## src/rtl/mch_pkg.sv

```systemverilog
// Package: shared one-hot residue type and single-step rotations.
// Assumes codes are one-hot; 3'b100 stands for residue zero.
package mch_pkg;
    typedef logic [2:0] b3_t;

    localparam b3_t B3_RES0 = 3'b100;

    // One right step: bits [2:1] move down, bit 0 wraps into bit 2.
    function automatic b3_t b3_rstep(input b3_t c);
        return {c[0], c[2:1]};
    endfunction

    // One left step: bits [1:0] move up, bit 2 wraps into bit 0.
    function automatic b3_t b3_lstep(input b3_t c);
        return {c[1:0], c[2]};
    endfunction
endpackage

```

## src/rtl/mch_encode.sv

```systemverilog
// Module: mch_encode
// Turns a 2-bit value into its one-hot residue code (3'b100 >> (v mod 3)).
// Assumes nothing beyond a 2-bit input; purely combinational.
module mch_encode
    import mch_pkg::*;
(
    input  logic [1:0] val,
    output b3_t        code
);
    // Map each value to its residue code; 3 folds back to residue zero.
    always_comb begin
        unique case (val)
            2'd0:    code = 3'b100;
            2'd1:    code = 3'b010;
            2'd2:    code = 3'b001;
            default: code = 3'b100;
        endcase
    end
endmodule

```

## src/rtl/mch_rotate.sv

```systemverilog
// Module: mch_rotate
// Rotates a one-hot residue code by a count of 0..3 single steps.
// ROT_LEFT picks the direction at elaboration. Assumes a one-hot input.
module mch_rotate
    import mch_pkg::*;
#(
    parameter bit ROT_LEFT = 1'b0
) (
    input  b3_t        code_in,
    input  logic [1:0] count,
    output b3_t        code_out
);
    b3_t step1, step2, step3;

    generate
        if (ROT_LEFT) begin : g_left
            // Chain of left single steps.
            always_comb begin
                step1 = b3_lstep(code_in);
                step2 = b3_lstep(step1);
                step3 = b3_lstep(step2);
            end
        end else begin : g_right
            // Chain of right single steps.
            always_comb begin
                step1 = b3_rstep(code_in);
                step2 = b3_rstep(step1);
                step3 = b3_rstep(step2);
            end
        end
    endgenerate

    // Choose the tap that matches the requested step count.
    always_comb begin
        unique case (count)
            2'd0:    code_out = code_in;
            2'd1:    code_out = step1;
            2'd2:    code_out = step2;
            default: code_out = step3;
        endcase
    end
endmodule

```

## src/rtl/mod3_chan_hash.sv

```systemverilog
// Module: mod3_chan_hash
// Computes the 3-channel one-hot hash from three address bit pairs and the two
// top port-address bits, then registers it with a valid flag (1 cycle latency).
// Assumes PAIR_LSB locates the first pair; the next pairs follow at +2 and +4.
module mod3_chan_hash
    import mch_pkg::*;
#(
    parameter int ADDR_W   = 64,
    parameter int PAIR_LSB = 15,
    parameter bit ROT_LEFT = 1'b0
) (
    input  logic              clk,
    input  logic              rst_n,
    input  logic              in_valid,
    input  logic [ADDR_W-1:0] in_addr,
    input  logic [1:0]        in_msb,
    output logic              out_valid,
    output logic [2:0]        out_hash
);
    localparam int N_ROT = 3;

    b3_t        chain [N_ROT+1];
    logic [1:0] rot_cnt [N_ROT];

    // Gather the rotate counts: two upper address pairs, then port-address bits.
    always_comb begin
        rot_cnt[0] = in_addr[PAIR_LSB+3 -: 2];
        rot_cnt[1] = in_addr[PAIR_LSB+5 -: 2];
        rot_cnt[2] = in_msb;
    end

    mch_encode u_enc (
        .val  (in_addr[PAIR_LSB+1 -: 2]),
        .code (chain[0])
    );

    genvar gi;
    generate
        for (gi = 0; gi < N_ROT; gi++) begin : g_stage
            mch_rotate #(.ROT_LEFT(ROT_LEFT)) u_rot (
                .code_in  (chain[gi]),
                .count    (rot_cnt[gi]),
                .code_out (chain[gi+1])
            );
        end
    endgenerate

    // Output register: load the hash on a strobe, hold it otherwise.
    always_ff @(posedge clk) begin
        if (!rst_n) begin
            out_hash  <= B3_RES0;
            out_valid <= 1'b0;
        end else begin
            out_valid <= in_valid;
            if (in_valid) begin
                out_hash <= chain[N_ROT];
            end
        end
    end
endmodule

```

## config.mk

```make
export PLATFORM = sky130hd
export DESIGN_NAME = mod3_chan_hash
export DESIGN_NICKNAME = d
export VERILOG_FILES = /design/src/rtl/mch_pkg.sv /design/src/rtl/mch_encode.sv /design/src/rtl/mch_rotate.sv /design/src/rtl/mod3_chan_hash.sv
export SDC_FILE = /design/constraint.sdc
export NUM_CORES = 1
export LEC_CHECK = 0
export ABC_AREA = 1
export CAP_MARGIN = 10
export CORE_ASPECT_RATIO = 1.25
export CORE_MARGIN = 2
export CORE_UTILIZATION = 23
export CTS_BUF_LIST = sky130_fd_sc_hd__clkbuf_16
export CTS_CLUSTER_DIAMETER = 200
export DETAILED_ROUTE_END_ITERATION = 16
export PLACE_DENSITY = 0.8
export SETUP_SLACK_MARGIN = 0.05
export SYNTH_ARGS = -nofsm -noshare
export SYNTH_HDL_FRONTEND = slang
export SYNTH_SLANG_ARGS = --single-unit
```

## constraint.sdc

```tcl
create_clock -name clk -period 1.7 [get_ports clk]
set_input_delay 0.34 -clock clk [delete_from_list [all_inputs] [get_ports clk]]
set_output_delay 0.34 -clock clk [all_outputs]
set_load 0.05 [all_outputs]
```

==> impl_metrics.tcl, run 1 <==
set metrics [dict create \
    outcome "finished, final reports clean" \
    netlist_area_sq_um 484 \
    register_area_sq_um 80.1 \
    async_reset_ff_share_pct 0 \
    seqPwrFrac_pct 15.3 \
    ys_ff_latch 4 \
    final_cell_area_sq_um 783 \
    ys_seq_area_share_pct 16.5 \
    synth_area_leaders "ha_1 21%, nand3_1 20%, nand2_1 19%" \
    drc_errors 0 \
    design.portCount 73 \
    synth.avg_cell_area_sq_um 6.05 \
    wl_mm 1.32 \
    power_density_nw_per_um2 888 \
    p_switching_mw 0.203 \
    grt_usage_pct 11.9 \
    place_ws_ns -0.355 \
    arrival_ns 1.66 \
    wl_met2_um 732 \
    top_layer_used "met4" \
    worstHoldPathType "reg2reg" \
    gp_congestion 0.675 \
    worst_slack_ns 0.156 \
    synth_flop_cell "dfxtp_1" \
    ant_nets 0 \
    htreeDepth 1 \
    core_area_sq_um 1980 \
    fin_tns_setup_ns 0 \
    layout.cells.non_filler 119 \
    dp_cells 116 \
    fp.dieW_um 45.0 \
    crit_path_end_kind "register" \
    grt_setup_unrepaired "true" \
    maxCapViolations 0 \
    synth_cells 80 \
    grt_pass1_vias 576 \
    clock-sinks 4 \
    wl_met3_um 80 \
    grt_max_degree 7 \
    vdd_drop_max_v 0.000468 \
    start_util_pct 24.4 \
    cts_made_buffers 3 \
    die_y_um 55.3 \
    clk_path_buf_depth 2 \
    post_cts_buffers 0 \
    syn_to_final_growth_pct 61.8 \
    finalClockSkew_ns 0 \
    r2r_start "out_hash[2]" \
    synth.most_common_cell "nand2_1" \
    dp_hpwl_um 995 \
    pwr-share-comb_pct 31.4 \
    grt_pass1_wl_mm 2.28 \
    tightestPinTransition_ns 0.213 \
    p_int_mw 0.492 \
    placed_cell_area_sq_um 654 \
    cts_tree "done" \
    synth_cell_type_count 9 \
    drive_gt1_share_pct 23.2 \
    p_leak_nw 0.396 \
    cts.clk_slew.worst_paths_ns 0.03 \
    synth.largest_area_cell "ha_1" \
    wl_met1_um 491 \
    critPathKind "in2reg" \
    cp.required_ns 1.82 \
    synth_fp_nets 157 \
    synth_edf_count 0 \
    die_area_sq_um 2490 \
    port_buffers 14 \
    start_kind "input port" \
    antenna_found_initial 0 \
    slew_headroom_pct 85.8 \
    layout.nets 178 \
    rrSetupSlack_ns 1.06 \
    drt-initial-drc-count 26 \
    setup_violations 0 \
    reg2regPathDepth 2 \
    rows 18 \
    utilization_pct 39.5 \
    period_share_pct 90.8 \
    fmax_mhz 648 \
    nFillCells 199 \
    multiInputGateArea_sq_um 403 \
    synth_common_cells "24 x nand2_1, 19 x nand3_1, 15 x inv_1" \
    min_to "out_hash[0]" \
    whs_ns 0.470 \
    clkLatencyLatePin_ns 0.23 \
    grt-ovfl-total 0 \
    maxSlewViolCount 0 \
    min-delay-start "out_hash[0]" \
    cp_max_fo 3 \
    r2r_end "out_hash[2]" \
    antenna_cells 0 \
    clockPowerShare_pct 53.3 \
    dr.pass1.iters 5 \
    swShare_pct 29.2 \
    wl_per_cell_um 11.1 \
    period_needed_ns 1.54 \
    hold_viol_final 0 \
    hold-path-cell-count 2 \
    cts-root-buf "clkbuf_16" \
    synth.top_cell.area_share_pct 20.7 \
    vias 600 \
    finalPower_mw 0.696 \
    avgViaCountPerCell 5.04 \
    yosys_warnings 0 \
]
[state kept, by name (all words and copies together) (netlist names)]
signal,flops
out_valid,1
out_hash,3
[metal layers]
metal	global-route usage [%]	up-vias
met5	0	-
met4	5.04	0
met3	3.27	4
met2	20.8	24
met1	12.6	275
li1	-	297
[final cells by class]
class                      instances  share of cell area, %
clock buffer                       3                   9.58
inverter                          16                   7.67
multi-input combinational         60                   51.4
sequential                         4                   10.2
tap                               20                   3.19
timing repair buffer              16                   17.9
[kinds of logic after synthesis]
group	count (synthesis)	synth area share (%)
AND/OR/NAND/NOR	46	44.2
flip-flops	4	16.5
buffers and inverters	16	12.4
AO/OA/AOI/OAI	6	6.20
adder cells (fa/ha/maj)	8	20.7
[power by group through the flow]
stage | combinational, mW | sequential [mW] | clock (mW)
after global placement | 0.188 | 0.107 | 0
after global routing | 0.241 | 0.108 | 0.383
after detailed placement | 0.197 | 0.108 | 0
final | 0.219 | 0.107 | 0.371
after floorplan | 0.106 | 0.135 | 0
after CTS | 0.205 | 0.106 | 0.374
[repair_timing]
action | in CTS | in global routing
resized for setup | 9 | 5
hold buffers | 0 | 0
setup endpoints to repair | 3 | 3
pin swaps | 0 | 0
[cell usage in the layout (no fill, tap or decap)]
cell / Yosys / layout
a21oi_1: 6 / 5
a21oi_2: 0 / 1
buf_4: 0 / 6
clkbuf_16: 0 / 3
clkdlybuf4s50_1: 0 / 6
dfxtp_1: 4 / 4
dlygate4sd2_1: 0 / 4
ha_1: 8 / 4
ha_2: 0 / 1
ha_4: 0 / 3
inv_1: 15 / 13
inv_2: 1 / 3
nand2_1: 24 / 24
nand3_1: 19 / 16
nand3_2: 2 / 5
or2_4: 1 / 1
[how the worst max path moves through the flow]
stage	endpoint	from
after CTS	out_hash[1]	in_addr[19]
after detailed placement	out_hash[1]	in_addr[17]
after floorplan	out_hash[1]	in_addr[17]
after global routing	out_hash[1]	in_addr[17]
after global placement	out_hash[1]	in_addr[17]
final	out_hash[1]	in_addr[17]
[critical path: stages]
cell and delay (ns):
dlygate4sd2_1 0.25, buf_4 0.13, ha_1 0.21, nand2_1 0.07, nand3_1 0.13, nand3_1 0.12
nand3_1 0.12, nand3_1 0.09, nand3_1 0.07, nand2_1 0.07, a21oi_1 0.05
No activity file was read; power rests on OpenSTA's default activity.
==> inputs of run 2 (changes only) <==
--- a/config.mk
+++ b/config.mk
@@ -9,11 +9,11 @@
 export CAP_MARGIN = 10
 export CORE_ASPECT_RATIO = 1.25
 export CORE_MARGIN = 2
-export CORE_UTILIZATION = 23
+export CORE_UTILIZATION = 24
 export CTS_BUF_LIST = sky130_fd_sc_hd__clkbuf_16
 export CTS_CLUSTER_DIAMETER = 200
 export DETAILED_ROUTE_END_ITERATION = 16
-export PLACE_DENSITY = 0.8
+export PLACE_DENSITY = 0.83
 export SETUP_SLACK_MARGIN = 0.05
 export SYNTH_ARGS = -nofsm -noshare
 export SYNTH_HDL_FRONTEND = slang
==> constraint.sdc (replaced) <==
create_clock -name clk -period 1.8 [get_ports clk]
set_input_delay 0.45 -clock clk [delete_from_list [all_inputs] [get_ports clk]]
set_output_delay 0.45 -clock clk [all_outputs]
set_load 0.05 [all_outputs]
==> run 2 against run 1 <==
Compared with the run above: clock power fell by 7.0%; die area fell by 3.8%; routed wire length rose by 5.0%; register-to-register slack improved by 0.10 ns; sequential cell count did not move; global-route usage fell by 0.68 points; critical endpoint is now out_hash[0]; largest cell class unchanged.
==> impl_metrics.tcl, run 2 (same netlist as run 1, synthesis figures left out) <==
set metrics [dict create \
    outcome "finished, final reports clean" \
    grt_pass1_wl_mm 2.06 \
    r2r_end "out_hash[0]" \
    drt-initial-drc-count 40 \
    antenna_found_initial 0 \
    vias 609 \
    cts-root-buf "clkbuf_16" \
    ant_nets 0 \
    finalPower_mw 0.656 \
    cts_tree "done" \
    start_kind "input port" \
    clkLatencyLatePin_ns 0.22 \
    grt_setup_unrepaired "false" \
    maxCapViolations 0 \
    arrival_ns 1.76 \
    clk_path_buf_depth 2 \
    layout.cells.non_filler 119 \
    placed_cell_area_sq_um 654 \
    power_density_nw_per_um2 833 \
    maxSlewViolCount 0 \
    htreeDepth 1 \
    cpMostUsedCell "nand3_1" \
    use_met2_pct 21.6 \
    path_delay_family "buffers and inverters" \
    largest_register_ffs 3 \
    final_cell_area_sq_um 787 \
    top_register "out_hash" \
    rows 18 \
    min_to "out_hash[1]" \
    path_buf_inv 2 \
    grt_usage_pct 11.2 \
    whs_ns 0.473 \
    port_buffers 14 \
    use_met1_pct 11.8 \
    register_area_sq_um 80.1 \
    cp.required_ns 1.91 \
    start_util_pct 25.0 \
    slew_headroom_pct 87.9 \
    cp_max_fo 3 \
    critPathKind "in2reg" \
    grt_busiest_layer "met2" \
    final_common_cell "nand2_1" \
    final_cell_mix "24 x nand2_1, 15 x nand3_1, 12 x inv_1" \
    place_ws_ns -0.373 \
    hold_buffers 0 \
    grt_use_met3_pct 1.98 \
    dp_cells 116 \
    cpMaxStageDelayCell "clkdlybuf4s50_1" \
    nFillCells 189 \
    fmax_mhz 605 \
    drive_gt1_share_pct 24.2 \
    dp_hpwl_um 944 \
    cpPeakStageDelay_ns 0.52 \
    wl_per_cell_um 11.7 \
    finalClockSkew_ns 0 \
    top_regs "out_hash x3, out_valid x1" \
    avgViaCountPerCell 5.12 \
    period_needed_ns 1.65 \
    design.portCount 73 \
    tightestPinTransition_ns 0.181 \
    worst_slack_ns 0.148 \
    die_area_sq_um 2400 \
    grt_max_degree 7 \
    dr.pass1.iters 5 \
    drc_errors 0 \
    period_share_pct 91.8 \
    crit_path_end_kind "register" \
    hold-path-cell-count 2 \
    core_area_sq_um 1940 \
    vdd_drop_max_v 0.000458 \
    die_y_um 54.2 \
    setup_violations 0 \
    wl_mm 1.39 \
    clock-sinks 4 \
    antenna_cells 0 \
    layout.nets 178 \
    path_cells "clkdlybuf4s50_1, inv_1, ha_1, nand3_1, nand3_2, nand3_1, nand3_1, nand2_1, a21oi_1" \
    multiInputGateArea_sq_um 404 \
    r2r_start "out_hash[0]" \
    hold_viol_final 0 \
    p_leak_nw 0.399 \
    worstHoldPathType "reg2reg" \
    gp_congestion 0.736 \
    cts.clk_slew.worst_paths_ns 0.03 \
    syn_to_final_growth_pct 62.5 \
    rrSetupSlack_ns 1.16 \
    cts_made_buffers 3 \
    reg2regPathDepth 2 \
    min-delay-start "out_hash[1]" \
    fp.dieW_um 44.2 \
    grt_pass1_vias 567 \
    grt-ovfl-total 0 \
]
[run 2: cell types whose count changed in the layout (fill, tap and decap cells not counted)]
cell,before,now
clkdlybuf4s15_1,0,2
nand3_1,16,15
inv_1,13,12
a21oi_1,5,6
dlygate4sd2_1,4,2
nand3_2,5,6
a21oi_2,1,0
inv_2,3,4
[run 2: stage by stage]
stage               utilization (%)  setup TNS [ns]
finish                         40.6               0
global route                   40.6               0
CTS                            38.7               0
detailed placement             33.8           -1.08
global placement               33.8          -0.935
floorplan                         -               0
[run 2: what timing repair did]
item | in CTS | in global routing
setup endpoints to repair | 3 | 3
pin swaps | 0 | 2
setup buffers | 0 | 0
gates resized for setup | 9 | 8
[run 2: area by class of cell]
type / instances / share of cell area, %
Timing Repair Buffer: 16 / 18.1
Clock buffer: 3 / 9.54
Inverter: 16 / 7.63
Multi-Input combinational cell: 60 / 51.4
Sequential cell: 4 / 10.2
Tap cell: 20 / 3.18
[run 2: report_power, final]
group | total (mW) | internal [mW] | switching [mW]
Combinational | 0.210 | 0.0857 | 0.124
Sequential | 0.101 | 0.0969 | 0.00406
Clock | 0.345 | 0.284 | 0.0615
Total | 0.656 | 0.466 | 0.190
[run 2: worst max path at each step]
stage / startpoint / to / slack (ns) / cells after the start
after global placement: in_addr[17] / out_hash[1] / -0.31 / 11
after floorplan: in_addr[17] / out_hash[1] / 0.24 / 10
after global routing: in_addr[19] / out_hash[1] / 0.04 / 9
after CTS: in_addr[19] / out_hash[0] / 0.05 / 9
after detailed placement: in_addr[17] / out_hash[1] / -0.37 / 11
final: in_addr[20] / out_hash[0] / 0.15 / 9
[run 2: worst register-to-register path, delay by kind of cell (launching register included)]
family,cells,cell delay [ns]
flops,1,0.34
simple gates,1,0.09
compound gates,1,0.15
[run 2: metal layers]
layer / part of all wire, % / vias up
met2: 55 / 26
li1: - / 296
met3: 4.4 / 4
met4: 1.2 / 0
met1: 39 / 283
met5: 0 / -
==> inputs of run 3 (changes only) <==
--- a/config.mk
+++ b/config.mk
@@ -10,7 +10,6 @@
 export CORE_ASPECT_RATIO = 1.25
 export CORE_MARGIN = 2
 export CORE_UTILIZATION = 24
-export CTS_BUF_LIST = sky130_fd_sc_hd__clkbuf_16
 export CTS_CLUSTER_DIAMETER = 200
 export DETAILED_ROUTE_END_ITERATION = 16
 export PLACE_DENSITY = 0.83
==> run 3 against run 2 <==
Compared with the run above: total power decreased by 37%; die area unchanged; critical path depth unchanged; clock power decreased by 69%; sequential share of layout area increased by 0.96 points; routed wire length decreased by 14%; cell count unchanged; design area decreased by 8.6%; sequential power about the same; setup slack got worse by 0.0097 ns; combinational power decreased by 4%; via count decreased by 6.7%; critical endpoint unchanged.
==> impl_metrics.tcl, run 3 (same netlist as run 1, synthesis figures left out) <==
set metrics [dict create \
    maxSlewViolCount 0 \
    grt_pass1_wl_mm 1.98 \
    outcome "finished, final reports clean" \
    min-delay-start "out_hash[0]" \
    core_area_sq_um 1940 \
    largest_register_ffs 3 \
    vias 568 \
    cp.required_ns 1.92 \
    setup_violations 0 \
    wl_mm 1.19 \
    htreeDepth 1 \
    cts_made_buffers 3 \
    period_share_pct 92.3 \
    utilization_pct 37.1 \
    gp_congestion 0.736 \
    crit_path_end_kind "register" \
    dp_hpwl_um 944 \
    design.portCount 73 \
    die_area_sq_um 2400 \
    final_common_cell "nand2_1" \
    layout.nets 178 \
    port_buffers 14 \
    start_kind "input port" \
    top_register "out_hash" \
    clkLatencyLatePin_ns 0.23 \
    rows 18 \
    maxCapViolations 0 \
    arrival_ns 1.78 \
    cts-root-buf "clkbuf_4" \
    top_regs "out_hash x3, out_valid x1" \
    final_cell_mix "24 x nand2_1, 17 x nand3_1, 12 x inv_1" \
    grt_usage_pct 10.6 \
    drive_gt1_share_pct 21.2 \
    whs_ns 0.465 \
    cts_tree "done" \
    grt-ovfl-total 0 \
    slew_headroom_pct 89.4 \
    avgViaCountPerCell 4.77 \
    critPathKind "in2reg" \
    worstHoldPathType "reg2reg" \
    vdd_drop_max_v 0.000264 \
    period_needed_ns 1.66 \
    grt_max_degree 7 \
    finalClockSkew_ns 0 \
    hold_viol_final 0 \
    cp_max_fo 4 \
    clock-sinks 4 \
    grt_pass1_vias 548 \
    grt_setup_unrepaired "false" \
    clk_path_buf_depth 2 \
    cts.clk_slew.worst_paths_ns 0.04 \
    ant_nets 0 \
    wl_per_cell_um 10.0 \
    r2r_start "out_hash[2]" \
    start_util_pct 25.0 \
    dr.pass1.iters 4 \
    startpoint "in_addr[19]" \
    fp.dieW_um 44.2 \
    drc_errors 0 \
    antenna_found_initial 0 \
    die_y_um 54.2 \
    placed_cell_area_sq_um 654 \
    drt-initial-drc-count 18 \
    fmax_mhz 602 \
    p_leak_nw 0.372 \
    tightestPinTransition_ns 0.159 \
    syn_to_final_growth_pct 48.6 \
    final_cell_area_sq_um 719 \
    power_density_nw_per_um2 570 \
    antenna_cells 0 \
]
run 3: changes by cell type in the layout (fill, tap and decap cells not counted):
| cell | change |
|---|---|
| clkbuf_16 | -3 |
| ha_1 | +1 |
| nand3_1 | +2 |
| dlygate4sd2_1 | +2 |
| ha_2 | -1 |
| clkdlybuf4s15_1 | -2 |
| clkbuf_4 | +3 |
| nand3_2 | -2 |
run 3: power breakdown:
part           switching (mW)  internal, mW  leakage, nW
Sequential            0.00346        0.0967       0.0331
Combinational           0.119        0.0831        0.326
Clock                  0.0330        0.0743       0.0138
Total                   0.156         0.254        0.372
run 3: area by class of cell:
| type | count | area [sq um] |
|---|---|---|
| fillers | 200 | 1220 |
| multi-input cells | 60 | 392 |
| repair buffers | 16 | 140 |
| flip-flops and latches | 4 | 80.1 |
| inverters | 16 | 60.1 |
| well taps | 20 | 25.0 |
| clock buffers | 3 | 22.5 |
run 3: worst paths after layout:
| path | depth (start not counted) | slack [ns] | to |
|---|---|---|---|
| worst min-delay path | 2 | 0.47 | out_hash[0] |
| worst min register to register | 2 | 0.47 | out_hash[0] |
| worst max register to register | 2 | 1.18 | out_hash[2] |
| worst max-delay path | 9 | 0.14 | out_hash[0] |
run 3: stage by stage:
step,TNS [ns],power [mW],setup slack (ns),cells
after global routing,0,0.450,0.0446,119
after detailed placement,-1.08,0.288,-0.373,116
after CTS,0,0.405,0.0773,119
final,0,0.410,0.139,119
after global placement,-0.935,0.278,-0.315,116
after floorplan,0,0.227,0.239,80
run 3: layer usage:
layer / routed length [um] / track usage, % / vias up / share of wire, %
met5: 0 / 0 / - / 0
met3: 25 / 2.97 / 0 / 2.1
met2: 672 / 19.6 / 8 / 56
met4: 0 / 3.03 / 0 / 0
li1: - / - / 294 / -
met1: 496 / 11.8 / 266 / 42
run 3: repair_timing:
action,4_1_cts,5_1_grt
resized for setup,9,3
pin swaps,0,0
hold buffers,0,0
setup buffers,0,0
endpoints found under the setup margin,3,3
run 3: critical path, cell delays in order:
cell             delay [ns]
clkdlybuf4s50_1        0.47
inv_1                  0.07
ha_4                   0.25
inv_2                  0.08
nand3_1                0.13
nand3_1                0.12
nand3_1                0.08
nand2_1                0.07
a21oi_1                0.05
